File: src/rtl/pws_pkg.sv
package pws_pkg;
  typedef enum logic {
    ST_IDLE = 1'b0,
    ST_BODY = 1'b1
  } wr_state_e;
endpackage

File: src/rtl/pws_len_decode.sv
// Turns a byte length into a clamped 128-bit word count.
module pws_len_decode #(
  parameter int LEN_W          = 16,
  parameter int BYTES_PER_WORD = 16,
  parameter int MAX_WORDS      = 256,
  parameter int CNT_W          = 9
) (
  input  logic [LEN_W-1:0] len_bytes,
  output logic [CNT_W-1:0] words
);
  localparam int SHIFT = $clog2(BYTES_PER_WORD);
  localparam int RAW_W = LEN_W - SHIFT + 1;

  logic [LEN_W:0] rounded;
  logic [RAW_W-1:0] raw;

  always_comb begin
    rounded = {1'b0, len_bytes} + (LEN_W+1)'(BYTES_PER_WORD - 1);
    raw     = rounded[LEN_W:SHIFT];
    if (raw == '0) begin
      words = CNT_W'(1);
    end else if (raw > RAW_W'(MAX_WORDS)) begin
      words = CNT_W'(MAX_WORDS);
    end else begin
      words = CNT_W'(raw);
    end
  end
endmodule

File: src/rtl/pws_rr_pick.sv
// Circular search for an empty buffer, starting at base.
module pws_rr_pick #(
  parameter int N     = 4,
  parameter int IDX_W = 2
) (
  input  logic [N-1:0]     empty,
  input  logic [IDX_W-1:0] base,
  output logic             found,
  output logic [IDX_W-1:0] pick
);
  logic [N-1:0]     hit;
  logic [IDX_W-1:0] cand [N];

  generate
    for (genvar k = 0; k < N; k++) begin : g_off
      assign cand[k] = IDX_W'((32'(base) + k) % N);
      assign hit[k]  = empty[cand[k]];
    end
  endgenerate

  always_comb begin
    found = |hit;
    pick  = base;
    for (int k = N - 1; k >= 0; k--) begin
      if (hit[k]) pick = cand[k];
    end
  end
endmodule

File: src/rtl/pws_frame_ctrl.sv
// Packet state, word countdown, locked index and search base.
module pws_frame_ctrl
  import pws_pkg::*;
#(
  parameter int N     = 4,
  parameter int IDX_W = 2,
  parameter int CNT_W = 9
) (
  input  logic             clk,
  input  logic             rst_n,
  input  logic             in_valid,
  input  logic             sel_ready,
  input  logic             found,
  input  logic [IDX_W-1:0] pick,
  input  logic [CNT_W-1:0] words,
  output logic             active,
  output logic [IDX_W-1:0] cur_idx,
  output logic [IDX_W-1:0] rr_base,
  output logic             route_ok,
  output logic [IDX_W-1:0] route_idx,
  output logic             last_beat
);
  wr_state_e        state_q, state_d;
  logic [CNT_W-1:0] rem_q, rem_d;
  logic [IDX_W-1:0] idx_q, idx_d;
  logic [IDX_W-1:0] base_q, base_d;
  logic             fire;
  logic             upd_en;

  assign active    = (state_q == ST_BODY);
  assign cur_idx   = idx_q;
  assign rr_base   = base_q;
  assign route_ok  = active | found;
  assign route_idx = active ? idx_q : pick;
  assign last_beat = active ? (rem_q == CNT_W'(1)) : (words == CNT_W'(1));
  assign fire      = in_valid & route_ok & sel_ready;
  assign upd_en    = fire;

  always_comb begin
    state_d = state_q;
    rem_d   = rem_q;
    idx_d   = idx_q;
    base_d  = base_q;
    if (fire) begin
      if (!active) begin
        idx_d  = pick;
        base_d = IDX_W'((32'(pick) + 1) % N);
        if (words != CNT_W'(1)) begin
          state_d = ST_BODY;
          rem_d   = words - CNT_W'(1);
        end
      end else begin
        rem_d = rem_q - CNT_W'(1);
        if (rem_q == CNT_W'(1)) state_d = ST_IDLE;
      end
    end
  end

  always_ff @(posedge clk or negedge rst_n) begin
    if (!rst_n) begin
      state_q <= ST_IDLE;
      rem_q   <= '0;
      idx_q   <= '0;
      base_q  <= '0;
    end else if (upd_en) begin
      state_q <= state_d;
      rem_q   <= rem_d;
      idx_q   <= idx_d;
      base_q  <= base_d;
    end
  end
endmodule

File: src/rtl/pkt_steer_wr.sv
module pkt_steer_wr #(
  parameter int BUFF_COUNT = 4,
  parameter int DATA_W     = 128,
  parameter int MAX_BYTES  = 4096,
  parameter int LEN_LSB    = 8,
  parameter int LEN_W      = 16,
  parameter int IDX_W      = (BUFF_COUNT > 1) ? $clog2(BUFF_COUNT) : 1
) (
  input  logic                         clk,
  input  logic                         rst_n,
  input  logic                         in_valid,
  output logic                         in_ready,
  input  logic [DATA_W-1:0]            in_data,
  output logic [BUFF_COUNT-1:0]        buf_valid,
  output logic [BUFF_COUNT*DATA_W-1:0] buf_data,
  output logic [BUFF_COUNT-1:0]        buf_last,
  input  logic [BUFF_COUNT-1:0]        buf_ready,
  input  logic [BUFF_COUNT-1:0]        buf_empty,
  output logic [IDX_W-1:0]             wr_index
);
  localparam int BYTES_PER_WORD = DATA_W / 8;
  localparam int MAX_WORDS      = MAX_BYTES / BYTES_PER_WORD;
  localparam int CNT_W          = $clog2(MAX_WORDS + 1);

  logic [CNT_W-1:0] words;
  logic             found;
  logic [IDX_W-1:0] pick;
  logic [IDX_W-1:0] rr_base;
  logic             pkt_active;
  logic             route_ok;
  logic [IDX_W-1:0] route_idx;
  logic             last_beat;
  logic             sel_ready;

  pws_len_decode #(
    .LEN_W(LEN_W), .BYTES_PER_WORD(BYTES_PER_WORD),
    .MAX_WORDS(MAX_WORDS), .CNT_W(CNT_W)
  ) u_len (
    .len_bytes(in_data[LEN_LSB +: LEN_W]),
    .words    (words)
  );

  pws_rr_pick #(.N(BUFF_COUNT), .IDX_W(IDX_W)) u_pick (
    .empty(buf_empty),
    .base (rr_base),
    .found(found),
    .pick (pick)
  );

  assign sel_ready = buf_ready[route_idx];

  pws_frame_ctrl #(.N(BUFF_COUNT), .IDX_W(IDX_W), .CNT_W(CNT_W)) u_ctrl (
    .clk      (clk),
    .rst_n    (rst_n),
    .in_valid (in_valid),
    .sel_ready(sel_ready),
    .found    (found),
    .pick     (pick),
    .words    (words),
    .active   (pkt_active),
    .cur_idx  (wr_index),
    .rr_base  (rr_base),
    .route_ok (route_ok),
    .route_idx(route_idx),
    .last_beat(last_beat)
  );

  assign in_ready = route_ok & sel_ready;

  generate
    for (genvar i = 0; i < BUFF_COUNT; i++) begin : g_buf
      logic sel;
      assign sel          = route_ok & (route_idx == IDX_W'(i));
      assign buf_valid[i] = sel & in_valid;
      assign buf_last[i]  = sel & in_valid & last_beat;
      assign buf_data[i*DATA_W +: DATA_W] = sel ? in_data : '0;
    end
  endgenerate
endmodule

File: config.mk
export PLATFORM = sky130hd
export DESIGN_NAME = pkt_steer_wr
export DESIGN_NICKNAME = d
export VERILOG_FILES = /design/src/rtl/pws_pkg.sv /design/src/rtl/pws_len_decode.sv /design/src/rtl/pws_rr_pick.sv /design/src/rtl/pws_frame_ctrl.sv /design/src/rtl/pkt_steer_wr.sv
export SDC_FILE = /design/constraint.sdc
export NUM_CORES = 1
export LEC_CHECK = 0
export BUFFER_PORTS_ARGS = -buffer_cell sky130_fd_sc_hd__clkbuf_2
export CORE_AREA = 4 4 256 258
export DETAILED_ROUTE_END_ITERATION = 6
export DIE_AREA = 0 0 260 262
export RECOVER_POWER = 50
export SLEW_MARGIN = 20
export SYNTH_ARGS = -nofsm -noshare
export SYNTH_HDL_FRONTEND = slang
export SYNTH_SLANG_ARGS = --single-unit
File: constraint.sdc
create_clock -name clk -period 8.7 [get_ports clk]
set_input_delay 1.74 -clock clk [delete_from_list [all_inputs] [get_ports clk]]
set_output_delay 1.74 -clock clk [all_outputs]
set_load 0.02 [all_outputs]
==> reports/qor.yml <==
outcome:
  status: "finished with violations"
  violations: "capacitance limit, slew limit"
global_routing:
  grt-ovfl-total: 0
  busiest_layer: "met2"
  grt_util_met3: 0.02110
  use_met2: 0.1576
  grt_use_total: 0.09663
  first_global_vias: 7010
  grt_max_degree: 128
  antenna_found_initial: 19
  grt_pass1_wl_mm: 48.80
  met1_usage: 0.1295
worst_setup_path:
  crit_chain: "clkbuf_1 -> nor2b_1 -> o21ba_2 -> o41ai_1 -> nand2_1 -> nor2_4 -> clkbuf_1 -> and2_1 -> clkbuf_1"
  crit_path_top_delay_cell: "clkbuf_1"
  r2r_setup_slack_ns: 5.44
  r2r_end: "u_ctrl.rem_q[6]$_DFFE_PN0P_"
  startpoint: "buf_empty[0]"
  timing.rr.start: "u_ctrl.rr_base[1]$_DFFE_PN0P_"
  critPathBufInv: 3
  required_ns: 6.96
  start_kind: "input port"
  end_kind: "primary output"
  slowest_delay_ns: 1.77
  cpLargestDelayFamily: "buffers and inverters"
  cp.arrival_ns: 5.61
  worstRegToRegCells: 7
  crit_top_cell: "clkbuf_1"
  critPathMaxFanout: 59
  worstSetupPathType: "in2out"
clock_network:
  clock-sinks: 14
  post_cts_resize_count: 0
  cts_hold_buffers: 0
  postCtsSetupBuffers: 0
  h-tree-depth: 1
  cts_root_buf: "clkbuf_16"
  cts_tree: "built"
  clkTransAtPathRegs_ns: 0.04
  cts.path.max_buffers: 2
  cts_buffers: 3
  insertion_delay_ns: 0.24
floorplanning:
  die_width_um: 260
  dieArea_um2: 68120
  start_util: 0.08187
  coreArea_um2: 62970
  fp.dieH_um: 262
  io_pins: 662
  row_count: 92
synth:
  synthArstFlopShare: 1.000
  synth_edf_count: 0
  yosysMostFrequentCell: "and2_1"
  synth.area.top_cells: "and2_1 62%, dfrtp_1 6.8%, clkbuf_1 3.6%"
  synth_cell_types: 64
  synth.avg_cell_area_um2: 6.542
  synth_top_area_share: 0.6165
  syn_nets: 931
  synthFlopType: "dfrtp_1"
  synth_seq_cells: 14
  syn_inst: 788
  synth_common_cells: "508 x and2_1, 49 x clkbuf_1, 22 x nand2_1"
  ys_seq_area_frac: 0.06796
  yosys.area.top_type: "and2_1"
  synth_area_um2: 5155
  yosys_warnings: 0
cells_and_area:
  area_growth_pct: 77.99
  drive_gt1_frac: 0.3884
  num-nets-final: 1538
drt:
  dr_total_vias: 7771
  wl_per_cell_um: 16.68
  ant_nets: 0
  viasPerCell: 3.449
  drt-pass1-iter-count: 4
  wl_mm: 37.57
  drtIter0Drc: 555
  drc: 0
placement:
  place_congestion: 0.7556
  dp_hpwl_mm: 32.20
  place_ws_ns: 2.257
  io_buffers: 661
sta:
  fin_ws_ns: 1.353
  tightest_slew_ns: 2.546
  rsz0062_at_grt: "false"
  fin_crit_sh: 0.8445
  fmax_mhz: 136.1
  setup_tns_ns: 0
  slew_viol_final: 158
  finalSetupViolCount: 0
  layout_min_cycle_time_ns: 7.347
  hold_slack_ns: 0.5289
  hold_viol: 0
  finClkSkew_ns: 0.004792
  slew-limit-headroom: -0.6975
hold_path:
  hold_depth: 1
  worstHoldEndpoint: "u_ctrl.rem_q[7]$_DFFE_PN0P_"
  min_from: "u_ctrl.rem_q[7]$_DFFE_PN0P_"
  hp-class: "reg2reg"
pwr:
  power.leakage_nw: 4.464
  max-vdd-ir-drop_v: 0.0001612
  power_density_nw_per_um2: 355.0
job:
  cap_violations: 3
-- worst register-to-register path: cells and delay by family (launching register included) --
kind            cells  cell delay [ns]
compound gates      4             2.05
simple gates        3             0.64
flops               1             0.46
-- kinds of logic (layout without fill, tap and decap cells) --
logic type	after synthesis	after routing	share of synthesized area
muxes	4	4	0.009222
DFF	14	14	0.06796
AOI/OAI and AO/OA	67	67	0.1044
adders and majority gates	4	4	0.009709
and+or+nand+nor	618	618	0.7388
buffers and inverters	77	682	0.06311
other	0	14	0
xor gates and xnor gates	4	4	0.006797
-- layout make-up --
class,count,area (um2)
Tap cell,846,1059
Sequential cell,14,350.3
Clock buffer,3,75.07
Timing Repair Buffer,670,3199
Multi-Input combinational cell,697,4423
Fill cell,7393,53790
Antenna cell,14,35.03
Inverter,9,33.78
-- state kept, by name (all words and copies together) (netlist names) --
name and cells:
u_ctrl.active 1, u_ctrl.cur_idx 2, u_ctrl.rr_base 2, u_ctrl.rem_q 9
-- through the flow --
step	instances	util	area (um2)	power, mW
floorplan	788	-	5155	2.200
global placement	2235	0.1479	9313	3.269
detailed placement	2235	0.1479	9313	3.274
CTS	2238	0.1491	9388	3.372
finish	2253	0.1457	9175	3.257
global route	2241	0.1452	9145	3.489
-- how the worst max path moves through the flow --
stage | to | depth (start not counted) | slack, ns
after global routing | buf_data[221] | 9 | 1.05
after global placement | buf_last[0] | 10 | 2.31
final | buf_data[221] | 9 | 1.35
after CTS | buf_last[3] | 10 | 2.24
after detailed placement | buf_last[3] | 10 | 2.26
after floorplan | buf_last[0] | 7 | 2.90
-- where the power goes --
| part | switching [mW] | internal (mW) | leakage [nW] |
|---|---|---|---|
| clock network | 0.0248 | 0.0600 | 0.0371 |
| logic | 2.11 | 0.935 | 4.27 |
| registers | 0.0326 | 0.0954 | 0.161 |
-- placed cells by master (no fill, tap or decap), types with 5 or more instances in the layout --
master / n
a211oi_1: 5
a21oi_1: 10
and2_0: 97
and2_1: 411
clkbuf_1: 148
clkbuf_2: 516
dfrtp_1: 14
diode_2: 14
inv_1: 9
nand2_1: 23
nand3_1: 8
nor2_1: 16
nor3_1: 17
nor4_1: 11
o21ai_0: 14
or3_1: 6
-- routing by layer --
layer	wire length, um	vias to the layer above
met1	16100	3479
met2	16910	506
met3	3733	34
met5	7	-
li1	-	3750
met4	829	2
Power figures use the tool's default switching activity.
